## config.mk

```make
export PLATFORM = sky130hd
export DESIGN_NAME = shared_pin_port
export DESIGN_NICKNAME = d
export VERILOG_FILES = /design/src/rtl/port_pkg.sv /design/src/rtl/port_regs.sv /design/src/rtl/pin_sync.sv /design/src/rtl/pin_cell.sv /design/src/rtl/shared_pin_port.sv
export SDC_FILE = /design/constraint.sdc
export NUM_CORES = 1
export LEC_CHECK = 0
export CAP_MARGIN = 30
export CORE_MARGIN = 2
export CORE_UTILIZATION = 49
export CTS_CLUSTER_SIZE = 14
export DETAILED_ROUTE_END_ITERATION = 10
export DONT_BUFFER_PORTS = 1
export GPL_TIMING_DRIVEN = 0
export PLACE_DENSITY = 0.71
export SETUP_SLACK_MARGIN = 0.3
export SYNTH_ARGS = -nofsm -noshare
export SYNTH_HDL_FRONTEND = slang
export SYNTH_HIERARCHICAL = 1
export SYNTH_SLANG_ARGS = --single-unit
```

## constraint.sdc

```tcl
create_clock -name clk -period 0.9 [get_ports clk]
set_input_delay 0.135 -clock clk [delete_from_list [all_inputs] [get_ports clk]]
set_output_delay 0.135 -clock clk [all_outputs]
set_load 0.02 [all_outputs]
```

## src/rtl/port_pkg.sv

```systemverilog
package port_pkg;
  typedef struct packed {
    logic out;
    logic oe;
    logic pu;
  } pad_drive_t;

  localparam pad_drive_t PAD_IDLE_OD = '{out: 1'b0, oe: 1'b0, pu: 1'b0};
  localparam pad_drive_t PAD_IDLE_PP = '{out: 1'b0, oe: 1'b0, pu: 1'b1};
endpackage

```

## src/rtl/port_regs.sv

```systemverilog
module port_regs #(
  parameter int N_PINS = 8
) (
  input  logic              clk,
  input  logic              rst,
  input  logic              dat_we,
  input  logic              dir_we,
  input  logic [N_PINS-1:0] wdata,
  output logic [N_PINS-1:0] dat_q,
  output logic [N_PINS-1:0] dir_q
);
  always_ff @(posedge clk) begin
    if (rst) begin
      dat_q <= '0;
      dir_q <= '0;
    end else begin
      if (dat_we) dat_q <= wdata;
      if (dir_we) dir_q <= wdata;
    end
  end

  // reset leaves both registers empty
  p_reset_clear_r1: assert property (@(posedge clk)
    rst |=> (dat_q == '0 && dir_q == '0));

  // each register moves only on its own strobe
  p_dat_hold_r8: assert property (@(posedge clk) disable iff (rst)
    !dat_we |=> $stable(dat_q));
  p_dir_hold_r8: assert property (@(posedge clk) disable iff (rst)
    !dir_we |=> $stable(dir_q));
endmodule

```

## src/rtl/pin_sync.sv

```systemverilog
module pin_sync #(
  parameter int N_PINS = 8,
  parameter int STAGES = 2
) (
  input  logic              clk,
  input  logic              rst,
  input  logic [N_PINS-1:0] async_in,
  output logic [N_PINS-1:0] sync_out
);
  logic [N_PINS-1:0] chain [STAGES];

  always_ff @(posedge clk) begin
    chain[0] <= async_in;
    for (int s = 1; s < STAGES; s++) chain[s] <= chain[s-1];
  end

  assign sync_out = chain[STAGES-1];

  logic [1:0] age;
  always_ff @(posedge clk) begin
    if (rst) age <= '0;
    else if (age != 2'd3) age <= age + 2'd1;
  end

  generate
    if (STAGES == 2) begin : g_chk
      // two-edge delay from pad level to read data
      p_sync_delay_r10: assert property (@(posedge clk) disable iff (rst)
        (age >= 2'd2) |-> (sync_out == $past(async_in, 2)));
    end
  endgenerate
endmodule

```

## src/rtl/pin_cell.sv

```systemverilog
module pin_cell
  import port_pkg::*;
#(
  parameter bit OPEN_DRAIN = 1'b0
) (
  input  logic       clk,
  input  logic       rst,
  input  logic       gpio_dat,
  input  logic       gpio_dir,
  input  logic       alt_en,
  input  logic       alt_val,
  output pad_drive_t drv
);
  pad_drive_t drv_d;

  generate
    if (OPEN_DRAIN) begin : g_od
      always_comb begin
        drv_d.out = 1'b0;
        drv_d.pu  = 1'b0;
        if (alt_en) drv_d.oe = ~alt_val;
        else        drv_d.oe = gpio_dir & ~gpio_dat;
      end

      always_ff @(posedge clk) begin
        if (rst) drv <= PAD_IDLE_OD;
        else     drv <= drv_d;
      end

      // peripheral drive on an open-drain pin pulls low only
      p_od_follow_r4: assert property (@(posedge clk) disable iff (rst)
        alt_en |=> (drv.oe == !$past(alt_val)) && !drv.out);
      // GPIO input without pull-up
      p_od_no_pull_r3: assert property (@(posedge clk) disable iff (rst)
        (!alt_en && !gpio_dir) |=> (!drv.oe && !drv.pu));
      // open-drain output never drives high
      p_od_low_only_r2: assert property (@(posedge clk) disable iff (rst)
        (!alt_en && gpio_dir && gpio_dat) |=> !drv.oe);
    end else begin : g_pp
      always_comb begin
        if (alt_en) begin
          drv_d.out = alt_val;
          drv_d.oe  = 1'b1;
          drv_d.pu  = 1'b0;
        end else begin
          drv_d.out = gpio_dat & gpio_dir;
          drv_d.oe  = gpio_dir;
          drv_d.pu  = ~gpio_dir;
        end
      end

      always_ff @(posedge clk) begin
        if (rst) drv <= PAD_IDLE_PP;
        else     drv <= drv_d;
      end

      // peripheral takes over the pin and disables the pull-up
      p_pp_alt_r6: assert property (@(posedge clk) disable iff (rst)
        alt_en |=> (drv.oe && !drv.pu && drv.out == $past(alt_val)));
      // GPIO input enables the pull-up and releases the pin
      p_pp_pull_r5: assert property (@(posedge clk) disable iff (rst)
        (!alt_en && !gpio_dir) |=> (drv.pu && !drv.oe && !drv.out));
    end
  endgenerate
endmodule

```

## src/rtl/shared_pin_port.sv

```systemverilog
module shared_pin_port
  import port_pkg::*;
#(
  parameter int              N_PINS      = 8,
  parameter logic [N_PINS-1:0] OD_MASK   = 8'b0000_0011,
  parameter int              SYNC_STAGES = 2
) (
  input  logic              clk,
  input  logic              rst,
  input  logic              dat_we,
  input  logic              dir_we,
  input  logic [N_PINS-1:0] wdata,
  output logic [N_PINS-1:0] rdata,
  input  logic [N_PINS-1:0] pin_in,
  input  logic              sbus_en,
  input  logic              sda_drv,
  input  logic              scl_drv,
  input  logic [N_PINS-3:0] pwm_en,
  input  logic [N_PINS-3:0] pwm_val,
  input  logic              clamp_en,
  input  logic              clamp_val,
  output logic [N_PINS-1:0] pad_out,
  output logic [N_PINS-1:0] pad_oe,
  output logic [N_PINS-1:0] pad_pu
);
  localparam int N_PWM  = N_PINS - 2;
  localparam int TOP_PIN = N_PINS - 1;

  logic [N_PINS-1:0] dat_q, dir_q;
  logic [N_PINS-1:0] alt_en, alt_val;
  pad_drive_t        drv [N_PINS];

  port_regs #(.N_PINS(N_PINS)) u_regs (
    .clk    (clk),
    .rst    (rst),
    .dat_we (dat_we),
    .dir_we (dir_we),
    .wdata  (wdata),
    .dat_q  (dat_q),
    .dir_q  (dir_q)
  );

  pin_sync #(.N_PINS(N_PINS), .STAGES(SYNC_STAGES)) u_sync (
    .clk      (clk),
    .rst      (rst),
    .async_in (pin_in),
    .sync_out (rdata)
  );

  // Alternate-function routing: serial bus on pins 0/1, PWM on 2..top,
  // clamp shares the top pin and wins over its PWM channel.
  always_comb begin
    alt_en[0]  = sbus_en;
    alt_val[0] = sda_drv;
    alt_en[1]  = sbus_en;
    alt_val[1] = scl_drv;
    for (int k = 0; k < N_PWM - 1; k++) begin
      alt_en[k+2]  = pwm_en[k];
      alt_val[k+2] = pwm_val[k];
    end
    alt_en[TOP_PIN]  = pwm_en[N_PWM-1] | clamp_en;
    alt_val[TOP_PIN] = clamp_en ? clamp_val : pwm_val[N_PWM-1];
  end

  generate
    for (genvar g = 0; g < N_PINS; g++) begin : g_pin
      pin_cell #(.OPEN_DRAIN(OD_MASK[g])) u_cell (
        .clk      (clk),
        .rst      (rst),
        .gpio_dat (dat_q[g]),
        .gpio_dir (dir_q[g]),
        .alt_en   (alt_en[g]),
        .alt_val  (alt_val[g]),
        .drv      (drv[g])
      );
      assign pad_out[g] = drv[g].out;
      assign pad_oe[g]  = drv[g].oe;
      assign pad_pu[g]  = drv[g].pu;
    end
  endgenerate

  // clamp wins over the PWM channel on the shared top pin
  p_clamp_prio_r7: assert property (@(posedge clk) disable iff (rst)
    (clamp_en && pwm_en[N_PWM-1]) |=>
      (pad_out[TOP_PIN] == $past(clamp_val) && pad_oe[TOP_PIN]));

  // pins 0/1 follow the serial bus one edge after it is enabled
  p_sbus_take_r9: assert property (@(posedge clk) disable iff (rst)
    sbus_en |=> (pad_oe[1:0] == ~{$past(scl_drv), $past(sda_drv)}));
endmodule

```

==> flow_summary.yaml, run 1 <==
die:
  die_x_um: 61.88
  core_area_um2: 3284
  start_util_pct: 49.98
  die_area_um2: 3829
  ios: 69
  die-height_um: 61.88
  rows: 21
clocking:
  clock_path_buffers: 2
  cts_setup_buffers: 0
  cts_tree: "done"
  cts.sinks: 52
  cts_buffers: 5
  cts.clk_slew.worst_paths_ns: 0.13
  htree_levels: 2
  clock_latency_ns: 0.36
  root_buffer: "clkbuf_4"
layout:
  final_cell_mix: "dfxtp_2 (23), nor2_1 (22), dfxtp_4 (21), mux2i_1 (16), dlygate4sd3_1 (16)"
  syn2layout_area_growth_pct: 26.83
  nNetsFinal: 208
  design_area_um2: 2082
  layout_commonest_cell: "dfxtp_2"
  diodes: 0
  instances_no_fill: 217
  drive_above_1_share_pct: 44.44
timing:
  fin_crit_sh_pct: 105.0
  rsz0062_at_grt: "true"
  fin_ws_ns: -0.04470
  setup_tns_ns: -0.3245
  period_needed_ns: 0.9447
  fmaxAchievable_ghz: 1.059
  fin_hold_ws_ns: -0.1886
  final.setup_skew_ns: 0.01090
  setup_viol: 8
  hold_viol_final: 20
  final_max_slew_viol_count: 0
drt:
  final_antenna_net_count: 0
  via_count: 1020
  drt-total-wl_um: 2854
  drc: 0
  vias_per_cell: 4.700
  drt_pass1_iterations: 4
  drt_iter0_markers: 23
  wire_per_inst_um: 13.15
outcome:
  failed_checks: "hold timing, setup timing"
  status: "complete, but fails checks"
worst_hold_path:
  hold_path_class: "in2reg"
  hold_depth: 1
  holdPathEnd: "g_pin[0].u_cell/drv[1]$_SDFF_PP0_"
  worstHoldStart: "rst"
yosys:
  syn_inst: 146
  ys_types: 14
  yosysSeqAreaShare_pct: 63.41
  synth-seq-cells: 52
  yosysTopAreaCellShare_pct: 63.41
  syn_area_um2: 1642
  ys_warn_count: 6
  ys_top_cells_by_area: "dfxtp_1 (63%), mux2i_1 (9.8%), nor2_1 (6.4%), buf_4 (5.5%), nand3b_1 (2.7%)"
  synth_top_area_cell: "dfxtp_1"
  syn_area_per_cell_um2: 11.24
worst_setup_path:
  slowest_delay_ns: 0.34
  required_ns: 0.76
  timing.rr.start: "u_regs/dat_q[0]$_SDFFE_PP0P_"
  crit_slowest_cell: "dfxtp_2"
  worstRegToRegCells: 2
  rrSetupSlack_ns: 0.03
  cp.arrival_ns: 0.81
  worst-path-buf-inv: 1
  crit_family: "flip-flops"
  crit_path_start_kind: "flop"
  end_kind: "output pin"
  r2r_end: "g_pin[0].u_cell/drv[1]$_SDFF_PP0_"
  crit_type: "reg2out"
  worst-path-max-fanout: 1
  crit_chain: "buf_6"
pwr:
  leakagePower_nw: 0.8604
  powerDensity_nw_per_um2: 1834
  ir_drop_uv: 913.4
place:
  postPlaceCellArea_um2: 1714
  dp_hpwl_um: 1811
  pre_cts_ws_ns: 0.04854
  dp.cells: 194
  io_buffers: 0
  gp_congestion: 0.6338
job:
  maxCapViolCount: 0
global_routing:
  globalRouteOverflowTotal: 0
  grt_pass1_vias: 948
  antenna_found_initial: 0
  grt_use_total_pct: 15.67
  grt_pass1_wl_um: 4050
  grt_max_degree: 22
-- synthesized netlist by cell type --
cell,n
dfxtp_1,52
nor2_1,28
mux2i_1,16
buf_4,12
a21oi_1,8
or2_1,7
nand2_1,6
nand3b_1,6
buf_6,3
conb_1,2
or2b_1,2
or3b_1,2
clkbuf_2,1
mux2_4,1
-- final cells by class --
cell class	instances	area (um^2)
multi-input cells	80	510.5
plain buffers	16	158.9
clock buffers	6	41.29
well taps	46	57.56
clock inverters	1	5.005
repair buffers	16	160.2
fillers	264	1202
flip-flops and latches	52	1149
-- power by group --
group / internal [mW] / switching (mW) / leakage, nW
Clock: 0.289 / 0.628 / 0.0281
Combinational: 0.198 / 0.147 / 0.383
Sequential: 2.43 / 0.129 / 0.449
-- stage by stage --
stage          hold slack [ns]  power (mW)  utilization (%)
6_report               -0.1886       3.819            63.39
5_1_grt                -0.2231       4.039            63.39
4_1_cts                -0.2040       3.860            62.25
3_5_place_dp            0.1627       2.879            52.19
3_3_place_gp            0.1628       2.867            52.19
2_1_floorplan           0.1627       2.834                -
-- routing by layer --
layer / up-vias / GRT usage, % / share of wire (%)
met2: 37 / 29.77 / 55
met5: - / 0 / 0
li1: 502 / - / -
met1: 474 / 13.43 / 37
met4: 0 / 10.94 / 2.1
met3: 7 / 5.383 / 5.6
-- what timing repair did --
| item | in CTS | in global routing |
|---|---|---|
| setup endpoints to repair | 53 | 62 |
| hold buffers | 15 | 1 |
| endpoints found under the hold margin | 44 | 22 |
| pin swaps | 6 | 5 |
| gates resized for setup | 65 | 12 |
-- worst max-delay path by stage --
stage                                             from                                 to  slack (ns)  cells after the start
after global placement    u_regs/dir_q[0]$_SDFFE_PP0P_  g_pin[0].u_cell/drv[1]$_SDFF_PP0_        0.07                      2
after CTS                   u_sync/chain[0][8]$_DFF_P_                           rdata[0]       -0.06                      1
final                      u_sync/chain[0][13]$_DFF_P_                           rdata[5]       -0.04                      1
after floorplan           u_regs/dir_q[0]$_SDFFE_PP0P_  g_pin[0].u_cell/drv[1]$_SDFF_PP0_        0.10                      2
after detailed placement  u_regs/dir_q[1]$_SDFFE_PP0P_  g_pin[1].u_cell/drv[1]$_SDFF_PP0_        0.05                      2
after global routing       u_sync/chain[0][11]$_DFF_P_                           rdata[3]       -0.10                      1
-- cell families (layout without fill, tap and decap cells) --
logic type	after synthesis	count (layout)	synth area share, %
flops	52	52	63.41
simple gates	51	51	15.17
mux	17	17	10.67
buf+inv	16	39	7.850
compound gates	8	8	2.439
other cells	2	4	0.4575
-- flip-flops by register name, summed over array words and instances (netlist names) --
name	flops
u_sync/chain	16
g_pin.u_cell/drv	20
u_regs/dat_q	8
u_regs/dir_q	8
Power figures use the tool's default switching activity.
==> run 2, diff against run 1 <==
--- a/config.mk
+++ b/config.mk
@@ -16,5 +16,4 @@
 export SETUP_SLACK_MARGIN = 0.3
 export SYNTH_ARGS = -nofsm -noshare
 export SYNTH_HDL_FRONTEND = slang
-export SYNTH_HIERARCHICAL = 1
 export SYNTH_SLANG_ARGS = --single-unit
==> flow_summary.yaml, run 2 <==
outcome:
  status: "complete, but fails checks"
  failed_checks: "hold timing, setup timing"
worst_hold_path:
  worstHoldStart: "clamp_en"
  hold_path_class: "in2reg"
worst_setup_path:
  worst-path-buf-inv: 1
  worst-path-max-fanout: 1
  timing.rr.start: "u_regs.dir_q[0]$_SDFFE_PP0P_"
  crit_chain: "buf_6"
  startpoint: "u_sync.chain[0][13]$_DFF_P_"
  end_kind: "output pin"
  crit_slowest_cell: "dfxtp_2"
  cp.arrival_ns: 0.82
  required_ns: 0.76
  crit_family: "flip-flops"
  slowest_delay_ns: 0.34
  crit_path_start_kind: "flop"
  crit_type: "reg2out"
timing:
  fin_ws_ns: -0.05967
  final.setup_skew_ns: 0.004089
  fmaxAchievable_ghz: 1.042
  period_needed_ns: 0.9597
  fin_hold_ws_ns: -0.1647
  final_max_slew_viol_count: 0
  hold_viol_final: 23
  rsz0062_at_grt: "true"
  setup_viol: 9
  setup_tns_ns: -0.4605
  fin_crit_sh_pct: 106.6
die:
  ios: 69
  rows: 20
  die_area_um2: 3766
  core_area_um2: 3103
  die-height_um: 61.37
  die_x_um: 61.37
  start_util_pct: 51.98
yosys:
  syn_area_um2: 1613
  async_flop_share_pct: 0
  synth_commonest_cells: "dfxtp_1 (52), nor2_1 (22), mux2i_1 (21)"
  synth_edf_count: 0
  syn_area_per_cell_um2: 11.95
  ys_top_cells_by_area: "dfxtp_1 (65%), mux2i_1 (13%), buf_4 (6.5%), nor2_1 (5.1%), o21bai_1 (2.3%)"
  syn_inst: 135
  yosysTopAreaCellShare_pct: 64.55
  synth_top_area_cell: "dfxtp_1"
  ys_types: 18
  synth-seq-cells: 52
  ys_warn_count: 0
  yosysMostFrequentCell: "dfxtp_1"
  yosysSeqAreaShare_pct: 64.55
  synth_ff_type: "dfxtp_1"
clocking:
  root_buffer: "clkbuf_4"
  clock_latency_ns: 0.36
  cts_hold_buf: 15
  cts.sinks: 52
  cts_buffers: 5
  cts_tree: "done"
  htree_levels: 2
  clock_path_buffers: 2
  cts.clk_slew.worst_paths_ns: 0.13
global_routing:
  grt_max_degree: 16
  globalRouteOverflowTotal: 0
  grt_pass1_wl_um: 4416
  grt_use_total_pct: 17.10
  antenna_found_initial: 0
  grt_pass1_vias: 993
drt:
  wire_per_inst_um: 14.81
  drc: 0
  via_count: 968
  drt_iter0_markers: 33
  vias_per_cell: 4.745
  drt_pass1_iterations: 2
  drt-total-wl_um: 3022
  final_antenna_net_count: 0
pwr:
  p_switching_mw: 0.9673
  power.share.clock_pct: 34.1
  leakagePower_nw: 0.9334
  switching_share_pct: 21.66
  p_seq_share_pct: 57.4
  p_int_mw: 3.499
  power_frac_comb_pct: 8.5
  ir_drop_uv: 1196
  powerDensity_nw_per_um2: 2069
layout:
  regArea_um2: 1145
  nNetsFinal: 197
  final_cell_mix: "dfxtp_2 (23), nor2_1 (20), dfxtp_4 (20), mux2i_1 (19), dlygate4sd3_1 (14)"
  diodes: 0
  drive_above_1_share_pct: 51.25
  multiInputGateArea_um2: 519.2
  top_regs: "g_pin.u_cell.drv: 20 flops, u_sync.chain: 16 flops"
  largest_register_ffs: 20
  layout_commonest_cell: "dfxtp_2"
  syn2layout_area_growth_pct: 33.82
  top_register: "g_pin.u_cell.drv"
  n_fill_cell: 235
place:
  gp_congestion: 0.6184
  dp_hpwl_um: 1863
  io_buffers: 0
job:
  maxCapViolCount: 0
run 2: cell types whose count changed after synthesis, moves of 6 or more:
| cell | delta |
|---|---|
| or2_1 | -7 |
| nor2_1 | -6 |
| nand2_1 | -6 |
| a21oi_1 | -7 |
| inv_1 | +6 |
run 2: metal layers:
layer  track usage [%]  up-vias  part of all wire, %
li1                  -      465                    -
met1             18.68      456                   39
met2             28.88       43                   53
met3             5.672        4                  6.7
met4             10.03        0                  1.6
met5                 0        -                    0
run 2: final timing paths:
kind                                                           to  slack, ns  depth (start not counted)
worst min-delay path            g_pin[7].u_cell.drv[2]$_SDFF_PP0_      -0.16                          1
worst max register to register  g_pin[0].u_cell.drv[1]$_SDFF_PP0_          0                          2
worst max-delay path                                     rdata[5]      -0.06                          1
worst min register to register        u_sync.chain[0][12]$_DFF_P_       0.34                          0
run 2: worst register-to-register path: stages (launching register included):
cell and delay, ns:
dfxtp_2 0.35, or3b_4 0.37, a21oi_2 0.12
run 2: logic make-up after synthesis:
logic type | synth area share, %
mux | 13.03
compound gates | 4.655
flops | 64.55
other cells | 0.2325
buf+inv | 9.231
simple gates | 8.301
run 2: power groups by stage:
stage               Clock (mW)  Combinational [mW]  Sequential [mW]
floorplan                    0               0.247             2.60
global placement             0               0.273             2.61
detailed placement           0               0.281             2.61
CTS                       1.56               0.358             2.56
global route              1.64               0.414             2.58
finish                    1.52               0.378             2.56
run 2: repair_timing:
action / 4_1_cts / 5_1_grt
endpoints found under the hold margin: 43 / 23
endpoints found under the setup margin: 54 / 62
setup buffers: 0 / 0
pin swaps: 4 / 10
gates resized for setup: 71 / 15
run 2: stage by stage:
step | std cells | worst slack, ns | util (%) | power [mW] | instance area [um^2]
global placement | 182 | 0.05623 | 54.72 | 2.881 | 1698
global route | 204 | -0.1058 | 69.56 | 4.638 | 2158
CTS | 204 | -0.08208 | 67.66 | 4.479 | 2100
detailed placement | 182 | 0.04865 | 54.72 | 2.892 | 1698
floorplan | 138 | 0.08606 | - | 2.842 | 1643
finish | 204 | -0.05967 | 69.56 | 4.466 | 2158
run 2: final cells by class:
type / instances / share of cell area [%]
flip-flops and latches: 52 / 53.04
clock inverters: 2 / 2.783
inverters: 6 / 1.043
multi-input cells: 63 / 24.06
clock buffers: 5 / 1.739
well taps: 44 / 2.551
plain buffers: 17 / 7.710
repair buffers: 15 / 7.072
